--- src/rtl/dma_bank_pkg.sv ---
package dma_bank_pkg;
  localparam logic [1:0] OFS_CTRL = 2'd0;
  localparam logic [1:0] OFS_SRC  = 2'd1;
  localparam logic [1:0] OFS_DST  = 2'd2;
  localparam logic [1:0] OFS_CNT  = 2'd3;
  localparam int EN_BIT  = 0;
  localparam int REQ_BIT = 1;
  localparam int WORDS_PER_CH = 4;
endpackage

--- src/rtl/dma_bank_decode.sv ---
module dma_bank_decode #(
  parameter int NCH = 4,
  parameter int AW  = 5,
  parameter int CW  = 2
) (
  input  logic           bus_en,
  input  logic           bus_we,
  input  logic [AW-1:0]  bus_addr,
  input  logic           bus_is_dma,
  input  logic [CW-1:0]  bus_chan,
  output logic [NCH-1:0] ch_wr,
  output logic           irq_wr,
  output logic           self_wr
);
  localparam int RW = AW - 2;
  localparam int CH_WORDS = NCH * dma_bank_pkg::WORDS_PER_CH;

  logic          wr;
  logic          in_chan;
  logic [RW-1:0] region;

  assign wr      = bus_en && bus_we;
  assign in_chan = (int'(bus_addr) < CH_WORDS);
  assign region  = bus_addr[AW-1:2];
  assign self_wr = wr && in_chan && bus_is_dma && (region == RW'(bus_chan));
  assign irq_wr  = wr && (int'(bus_addr) == CH_WORDS);

  for (genvar n = 0; n < NCH; n++) begin : g_sel
    assign ch_wr[n] = wr && in_chan && !self_wr && (region == RW'(n));
  end
endmodule

--- src/rtl/dma_bank_chan.sv ---
module dma_bank_chan #(
  parameter int DW = 32
) (
  input  logic          clk,
  input  logic          rst,
  input  logic          wr,
  input  logic [1:0]    ofs,
  input  logic          from_peer,
  input  logic [DW-1:0] wdata,
  input  logic          hw_req,
  output logic [DW-1:0] ctrl,
  output logic [DW-1:0] src,
  output logic [DW-1:0] dst,
  output logic [DW-1:0] cnt
);
  import dma_bank_pkg::*;

  logic          en;
  logic          addr_ok;
  logic [DW-1:0] ctrl_next;

  assign en      = ctrl[EN_BIT];
  assign addr_ok = !en || from_peer;

  always_comb begin
    ctrl_next = ctrl;
    if (wr && ofs == OFS_CTRL) begin
      ctrl_next[EN_BIT]  = wdata[EN_BIT];
      ctrl_next[REQ_BIT] = ctrl[REQ_BIT] & wdata[REQ_BIT];
      if (!en) ctrl_next[DW-1:2] = wdata[DW-1:2];
    end
    if (hw_req) ctrl_next[REQ_BIT] = 1'b1;
  end

  always_ff @(posedge clk) begin
    if (rst) begin
      ctrl <= '0;
      src  <= '0;
      dst  <= '0;
      cnt  <= '0;
    end else begin
      ctrl <= ctrl_next;
      if (wr && ofs == OFS_SRC && addr_ok) src <= wdata;
      if (wr && ofs == OFS_DST && addr_ok) dst <= wdata;
      if (wr && ofs == OFS_CNT && !en)     cnt <= wdata;
    end
  end
endmodule

--- src/rtl/dma_bank_irq.sv ---
module dma_bank_irq #(
  parameter int NCH = 4
) (
  input  logic           clk,
  input  logic           rst,
  input  logic           wr,
  input  logic [NCH-1:0] keep_mask,
  input  logic [NCH-1:0] hw_done,
  output logic [NCH-1:0] stat
);
  always_ff @(posedge clk) begin
    if (rst) stat <= '0;
    else     stat <= (wr ? (stat & keep_mask) : stat) | hw_done;
  end
endmodule

--- src/rtl/dma_reg_bank.sv ---
module dma_reg_bank #(
  parameter int NCH = 4,
  parameter int DW  = 32,
  localparam int AW = $clog2(NCH * 4 + 1),
  localparam int CW = (NCH > 1) ? $clog2(NCH) : 1
) (
  input  logic             clk,
  input  logic             rst,
  input  logic             bus_en,
  input  logic             bus_we,
  input  logic [AW-1:0]    bus_addr,
  input  logic [DW-1:0]    bus_wdata,
  input  logic             bus_is_dma,
  input  logic [CW-1:0]    bus_chan,
  output logic [DW-1:0]    bus_rdata,
  output logic             self_wr_err,
  input  logic [NCH-1:0]   hw_req,
  input  logic [NCH-1:0]   hw_done,
  output logic [NCH*DW-1:0] ctrl_o,
  output logic [NCH*DW-1:0] src_o,
  output logic [NCH*DW-1:0] dst_o,
  output logic [NCH*DW-1:0] cnt_o,
  output logic [NCH-1:0]   irq_o
);
  import dma_bank_pkg::*;

  localparam int RW = AW - 2;
  localparam int CH_WORDS = NCH * WORDS_PER_CH;

  logic [NCH-1:0] ch_wr;
  logic           irq_wr;
  logic           self_wr;
  logic [DW-1:0]  rd_next;

  dma_bank_decode #(.NCH(NCH), .AW(AW), .CW(CW)) u_dec (
    .bus_en     (bus_en),
    .bus_we     (bus_we),
    .bus_addr   (bus_addr),
    .bus_is_dma (bus_is_dma),
    .bus_chan   (bus_chan),
    .ch_wr      (ch_wr),
    .irq_wr     (irq_wr),
    .self_wr    (self_wr)
  );

  for (genvar n = 0; n < NCH; n++) begin : g_ch
    dma_bank_chan #(.DW(DW)) u_chan (
      .clk       (clk),
      .rst       (rst),
      .wr        (ch_wr[n]),
      .ofs       (bus_addr[1:0]),
      .from_peer (bus_is_dma),
      .wdata     (bus_wdata),
      .hw_req    (hw_req[n]),
      .ctrl      (ctrl_o[n*DW +: DW]),
      .src       (src_o[n*DW +: DW]),
      .dst       (dst_o[n*DW +: DW]),
      .cnt       (cnt_o[n*DW +: DW])
    );
  end

  dma_bank_irq #(.NCH(NCH)) u_irq (
    .clk       (clk),
    .rst       (rst),
    .wr        (irq_wr),
    .keep_mask (bus_wdata[NCH-1:0]),
    .hw_done   (hw_done),
    .stat      (irq_o)
  );

  always_comb begin
    rd_next = '0;
    if (int'(bus_addr) == CH_WORDS) rd_next[NCH-1:0] = irq_o;
    for (int n = 0; n < NCH; n++) begin
      if (int'(bus_addr) < CH_WORDS && bus_addr[AW-1:2] == RW'(n)) begin
        case (bus_addr[1:0])
          OFS_CTRL: rd_next = ctrl_o[n*DW +: DW];
          OFS_SRC:  rd_next = src_o[n*DW +: DW];
          OFS_DST:  rd_next = dst_o[n*DW +: DW];
          default:  rd_next = cnt_o[n*DW +: DW];
        endcase
      end
    end
  end

  always_ff @(posedge clk) begin
    if (rst) begin
      bus_rdata   <= '0;
      self_wr_err <= 1'b0;
    end else begin
      self_wr_err <= self_wr;
      if (bus_en && !bus_we) bus_rdata <= rd_next;
    end
  end
endmodule

--- config.mk ---
export PLATFORM = sky130hd
export DESIGN_NAME = dma_reg_bank
export DESIGN_NICKNAME = d
export VERILOG_FILES = /design/src/rtl/dma_bank_pkg.sv /design/src/rtl/dma_bank_decode.sv /design/src/rtl/dma_bank_chan.sv /design/src/rtl/dma_bank_irq.sv /design/src/rtl/dma_reg_bank.sv
export SDC_FILE = /design/constraint.sdc
export NUM_CORES = 1
export LEC_CHECK = 0
export BUFFER_PORTS_ARGS = -buffer_cell sky130_fd_sc_hd__buf_2
export CORE_UTILIZATION = 41
export DETAILED_ROUTE_END_ITERATION = 10
export SLEW_MARGIN = 25
export SYNTH_ARGS = -nofsm -noshare
export SYNTH_HDL_FRONTEND = slang
export SYNTH_SLANG_ARGS = --single-unit
--- constraint.sdc ---
create_clock -name clk -period 2.1 [get_ports clk]
set_input_delay 0.105 -clock clk [delete_from_list [all_inputs] [get_ports clk]]
set_output_delay 0.105 -clock clk [all_outputs]
set_load 0.01 [all_outputs]
; ---- Word-level counts from Yosys, hierarchy flattened
; Cells that the tools add are included.
[op_classes]
n_eq_ne = 8
order_cmp = 1
mux = 18
n_bitwise = 10
n_reduce_logical = 63
[ops]
columns = op, count
row1 = $pmux 32 s3, 4
row2 = $mux 32, 4
row3 = $logic_and 1x1->1, 43
row4 = $mux 2, 4
row5 = $mux 4, 2
row6 = $reduce_and 2->1, 4
row7 = $reduce_bool 2->1, 4
row8 = $eq 3x2->1 const B, 2
row9 = $logic_not 1->1, 6
row10 = $eq 5x5->1 const B, 1
row11 = $lt 5x5->1 const B, 1
row12 = $and 1x1->1, 4
row13 = $and 4x4->4, 1
row14 = $eq 2x2->1 const B, 2
row15 = $logic_or 1x1->1, 4
row16 = $mux 1, 4
row17 = $not 1->1, 4
row18 = $or 4x4->4, 1
row19 = $eq 3x1->1 const B, 1
row20 = $eq 3x2->1, 1
row21 = $logic_not 3->1, 1
row22 = $eq 2x1->1 const B, 1
row23 = $logic_not 2->1, 1
[totals]
inputBits = 52
output_inout_bits = 549
ff_bits = 549

; ---- Logic depth before layout (Yosys ltp)
[logic_depth]
word_depth = 10
mapped_depth = 9
mapped_depth_nobuf = 5

; ---- Cells and area by module
; From an unflattened synthesis, not the netlist that was laid out.
[unflattened]
cells_unflattened = 2642
hier_area_um2 = 25149.1
[modules_own_cells]
columns = mod, n_inst, area_per_inst_um2, cells_each, seq_area_each_um2
row1 = dma_bank_chan, 4, 4862.2, 526, 2562.5
row2 = dma_reg_bank, 1, 5381.4, 507, 660.6
row3 = dma_bank_irq, 1, 173.9, 16, 80.1
row4 = dma_bank_decode, 1, 145.1, 15, 0.0

; ---- Worst setup path before layout
; OpenSTA, ideal clock, no wires.
[synth_path]
path_type = input-to-reg
startpoint = in bus_addr[0]
endpoint = reg bus_rdata[28]
arrival_ns = 1.606
slack_ns = 0.366
path_stages = 8
setup_ns = 0.128
n_path_buf = 3
cell_sequence = buf_4 -> buf_6 -> buf_2 -> mux4_2 -> a22oi_1 -> nand2_1 -> a22oi_1 -> nor2_1
[synth_via]
elab_chain_len = 6
word_cells_on_any_way = 16
cone_classes = order compare: 1 / eq/ne: 2 / mux: 8 / reduce/logical: 5
[synth_lines]
columns = element, line_no
row1 = from (decl), dma_reg_bank.sv:11  ; input logic [AW-1:0] bus_addr,
row2 = $lt 5x5->1 (tied with other cells), dma_reg_bank.sv:75  ; if (int'(bus_addr) < CH_WORDS && bus_addr[AW-1:2] == RW'(n)) begin
row3 = $logic_and 1x1->1 or $pmux 32 s3 (tied branches), "dma_reg_bank.sv:75, dma_reg_bank.sv:76"
row4 = $mux 32 (3 in series), dma_reg_bank.sv:75
row5 = $mux 32 *, dma_reg_bank.sv:75
row6 = to (signal assigned), dma_reg_bank.sv:92  ; if (bus_en && !bus_we) bus_rdata <= rd_next;
row7 = to (decl), dma_reg_bank.sv:15  ; output logic [DW-1:0] bus_rdata,
; Every way passes the cells marked *; elsewhere a longest branch is shown, timed or not.
; A chain may end at the register's enable or synchronous reset.

; ---- Worst setup path after layout
[layout_path]
startpoint = in bus_addr[1]
endpoint = reg g_ch[3].u_chan.cnt[21]
[layout_via]
elab_chain_len = 9
word_cells_on_any_way = 10
cone_classes = order compare: 1 / eq/ne: 1 / reduce/logical: 8
[layout_lines]
columns = element, line_no
row1 = $lt 5x5->1, dma_bank_decode.sv:23  ; assign in_chan = (int'(bus_addr) < CH_WORDS);
row2 = $logic_and 1x1->1, "dma_bank_decode.sv:25, dma_bank_decode.sv:29"
row3 = $logic_and 1x1->1 (2 in series), dma_bank_decode.sv:25  ; assign self_wr = wr && in_chan && bus_is_dma && (region == RW'(bus_chan));
row4 = $logic_not 1->1, dma_bank_decode.sv:29  ; assign ch_wr[n] = wr && in_chan && !self_wr && (region == RW'(n));
row5 = $logic_and 1x1->1 (2 in series), dma_bank_decode.sv:29
row6 = $logic_and 1x1->1 * (2 in series), dma_bank_chan.sv:45  ; if (wr && ofs == OFS_CNT && !en) cnt <= wdata;
row7 = to (signal assigned), dma_bank_chan.sv:45
row8 = to (decl), dma_bank_chan.sv:14  ; output logic [DW-1:0] cnt
; Marks and branches as above.

==> impl_results.md <==
- GR Util All Layers: 34.7%
- HPWL Detailed: 75400 um
- Clock Sink Count: 549
- Vias in the first global route: 21800
- Fin Hold WS: 81.1 ps
- Worst-path clk slew: 60 ps
- Total wire length: 106000 um
- Yosys warns: 0
- Synth Cell Area: 23800 um2
- First-pass GRT wire length: 152000 um
- Htree depth: 2
- WP data required: 2590 ps
- Post-Synthesis Cells: 2800
- Final hold vios: 0
- RSZ-0062 raised after global routing: false
- DR pass1 iterations: 5
- Area leader, netlist: dfxtp_1
- Clk Tree Root Cell: clkbuf_16
- Result of the run: finished, final reports clean
- Syn_area_per_cell: 8.50 um2
- Share of cells above drive strength 1: 28.1%
- Max rail drop VDD: 0.659 mV
- Final Slew Violations: 0
- Most frequent cells in the layout: 1072 x nand2_1, 597 x buf_2, 549 x dfxtp_1
- Synth cell types: 48
- Core area: 56800 um2
- TritonCTS clock tree: done
- Placed standard-cell area: 27300 um2
- Overflow after GRT: 0
- Worst-Margin Slew: 1190 ps
- Synth Area in Compound Gates: 14.8%
- Num CTS Buffers: 59
- Via count: 23300
- WL/cell: 25.7 um
- Max Clock Skew: 16.4 ps
- Finished Layout Cells: 4119
- Hold crit path type: in -> reg
- Sequential fraction of the synthesis area: 46.2%
- Worst skew pair latency: 620 ps
- Met2 usage: 57.5%
- Met1 usage: 42.6%
- Port bufs: 600
- Largest family of logic cells by synthesized area: simple AND/OR/NAND/NOR gates
- Fmax: 0.512 GHz
- EDFF count, synth: 0
- Initial Util: 41.9%
- Ant diodes: 0
- Via density: 5.66
- Power density over the cells: 745 nW/um2
- Worst EP arrival: 2450 ps
- Die area: 59000 um2
- Sum of negative setup slack: 0 ps
- Ys flop type: dfxtp_1
- Mux share of post-synthesis cell area: 11.9%
- Largest net degree at the start of global routing: 105
- Minimum clock period: 1950 ps
- I/O pin total: 601
- Synth top area cells: dfxtp_1 46%, nand2_1 17%, mux4_2 11%
- Commonest non-fill, non-tap cell in the layout: nand2_1
- Rows: 87
- Startpoint Class: input port
- Drc violations: 0
- XOR/XNOR Fraction of Synth Area: 0.184%
- Ys async rst share: 0%
- Remaining antenna violation count: 0
- Flops & latches, synth: 549
- Gp weighted congestion: 0.935
- Met3 Use GR: 8.54%
- Antenna violations before repair: 1
- Number of max-cap violations: 0
- Placed insts: 3970
- Area grow syn2layout: 24.3%
- Synth top area share: 46.2%
- CP Max Fanout: 19
- Mapped Nets: 2852
- Endpoints failing setup: 0
- Headroom to the max-slew limit: 20.5%
- Die W: 243 um
- Fin crit share: 93.0%
- Worst setup path category: in -> reg
- Gr busiest metal: met2
- Die height: 243 um
- Clk buf depth: 3
- 1st-iter DRT viols: 2704
- PnR Total Power: 22.0 mW
- Fin area: 29600 um2
- Synth Area in Simple Gates: 19.6%
- # nets final: 3376
- Post-Synth Adder-Cell Area: 0%
- Static leakage: 11.8 nW
- Fill cells: 5428
- Critical path endpoint category: register
-- state kept, by name, summed over array words and instances, names as in the netlist --
name,cells
self_wr_err,1
bus_rdata,32
g_ch.u_chan.src,128
g_ch.u_chan.ctrl,128
u_irq.stat,4
g_ch.u_chan.dst,128
g_ch.u_chan.cnt,128
-- power by group --
| part | total, mW | leakage (nW) | switching (mW) | internal [mW] |
|---|---|---|---|---|
| clock | 10.1 | 0.902 | 4.34 | 5.79 |
| combinational | 1.37 | 6.49 | 0.931 | 0.437 |
| sequential | 10.5 | 4.43 | 0.0602 | 10.5 |
| total | 22.0 | 11.8 | 5.33 | 16.7 |
-- worst max-delay path: stages --
cell and delay, ps:
dlygate4sd3_1 590, buf_6 140, nand2_1 170, a311oi_1 740, nand2_1 210, buf_4 280
nand2_1 110, a21oi_1 70
-- synth_stat cells, types with 22 or more instances --
master       n
a22oi_1     44
dfxtp_1    549
nand2_1   1072
buf_4       22
mux4_2     118
buf_2       69
a21oi_1    516
nor2_1      29
buf_6       65
o21ai_0     25
clkbuf_1   127
-- metal layers --
metal	vias up	wire length, um	share of wire (%)
li1	10500	-	-
met1	11300	39100	37
met2	1326	50800	48
met3	207	10700	10
met4	2	5070	4.8
met5	-	12	0.011
-- cell families (layout without fill, tap and decap cells) --
| group | count (synthesis) | count (layout) |
|---|---|---|
| and+or+nand+nor | 1178 | 1178 |
| DFF | 549 | 549 |
| muxes | 134 | 134 |
| AOI/OAI and AO/OA | 642 | 642 |
| buffers and inverters | 295 | 858 |
| xor gates and xnor gates | 2 | 2 |
-- layout make-up --
type | instances | area (um2) | share of cell area (%)
clock buffer | 84 | 1690 | 5.72
clock inverter | 16 | 135 | 0.457
inverter | 11 | 41.3 | 0.140
multi-input combinational | 1956 | 11100 | 37.4
sequential | 549 | 11000 | 37.2
tap | 756 | 946 | 3.20
timing repair buffer | 747 | 4710 | 15.9
-- worst paths after layout --
path	startpoint	endpoint	slack [ps]	depth (start not counted)
setup / recovery	bus_addr[1]	g_ch[3].u_chan.cnt[21]$_SDFFE_PP0P_	150	8
hold / removal	bus_addr[3]	bus_rdata[1]$_SDFFE_PP0P_	80	4
setup reg to reg	g_ch[3].u_chan.ctrl[1]$_SDFFE_PP0P_	bus_rdata[1]$_SDFFE_PP0P_	360	6
hold reg to reg	g_ch[1].u_chan.dst[7]$_SDFFE_PP0P_	g_ch[1].u_chan.dst[7]$_SDFFE_PP0P_	470	2
-- stage by stage --
| stage | setup WS [ps] | utilization [%] |
|---|---|---|
| floorplan | 366 | - |
| global placement | -32.9 | 48.0 |
| detailed placement | -50.6 | 48.0 |
| CTS | 105 | 52.0 |
| global route | 118 | 52.0 |
| finish | 147 | 52.0 |
-- what timing repair did --
item                                    in CTS  in global routing
setup buffers                                0                  4
endpoints found under the setup margin       0                  2
gates resized for setup                      0                  0
endpoints found under the hold margin      517                  0
hold buffers                                45                  0
No activity file was read; power rests on OpenSTA's default activity.
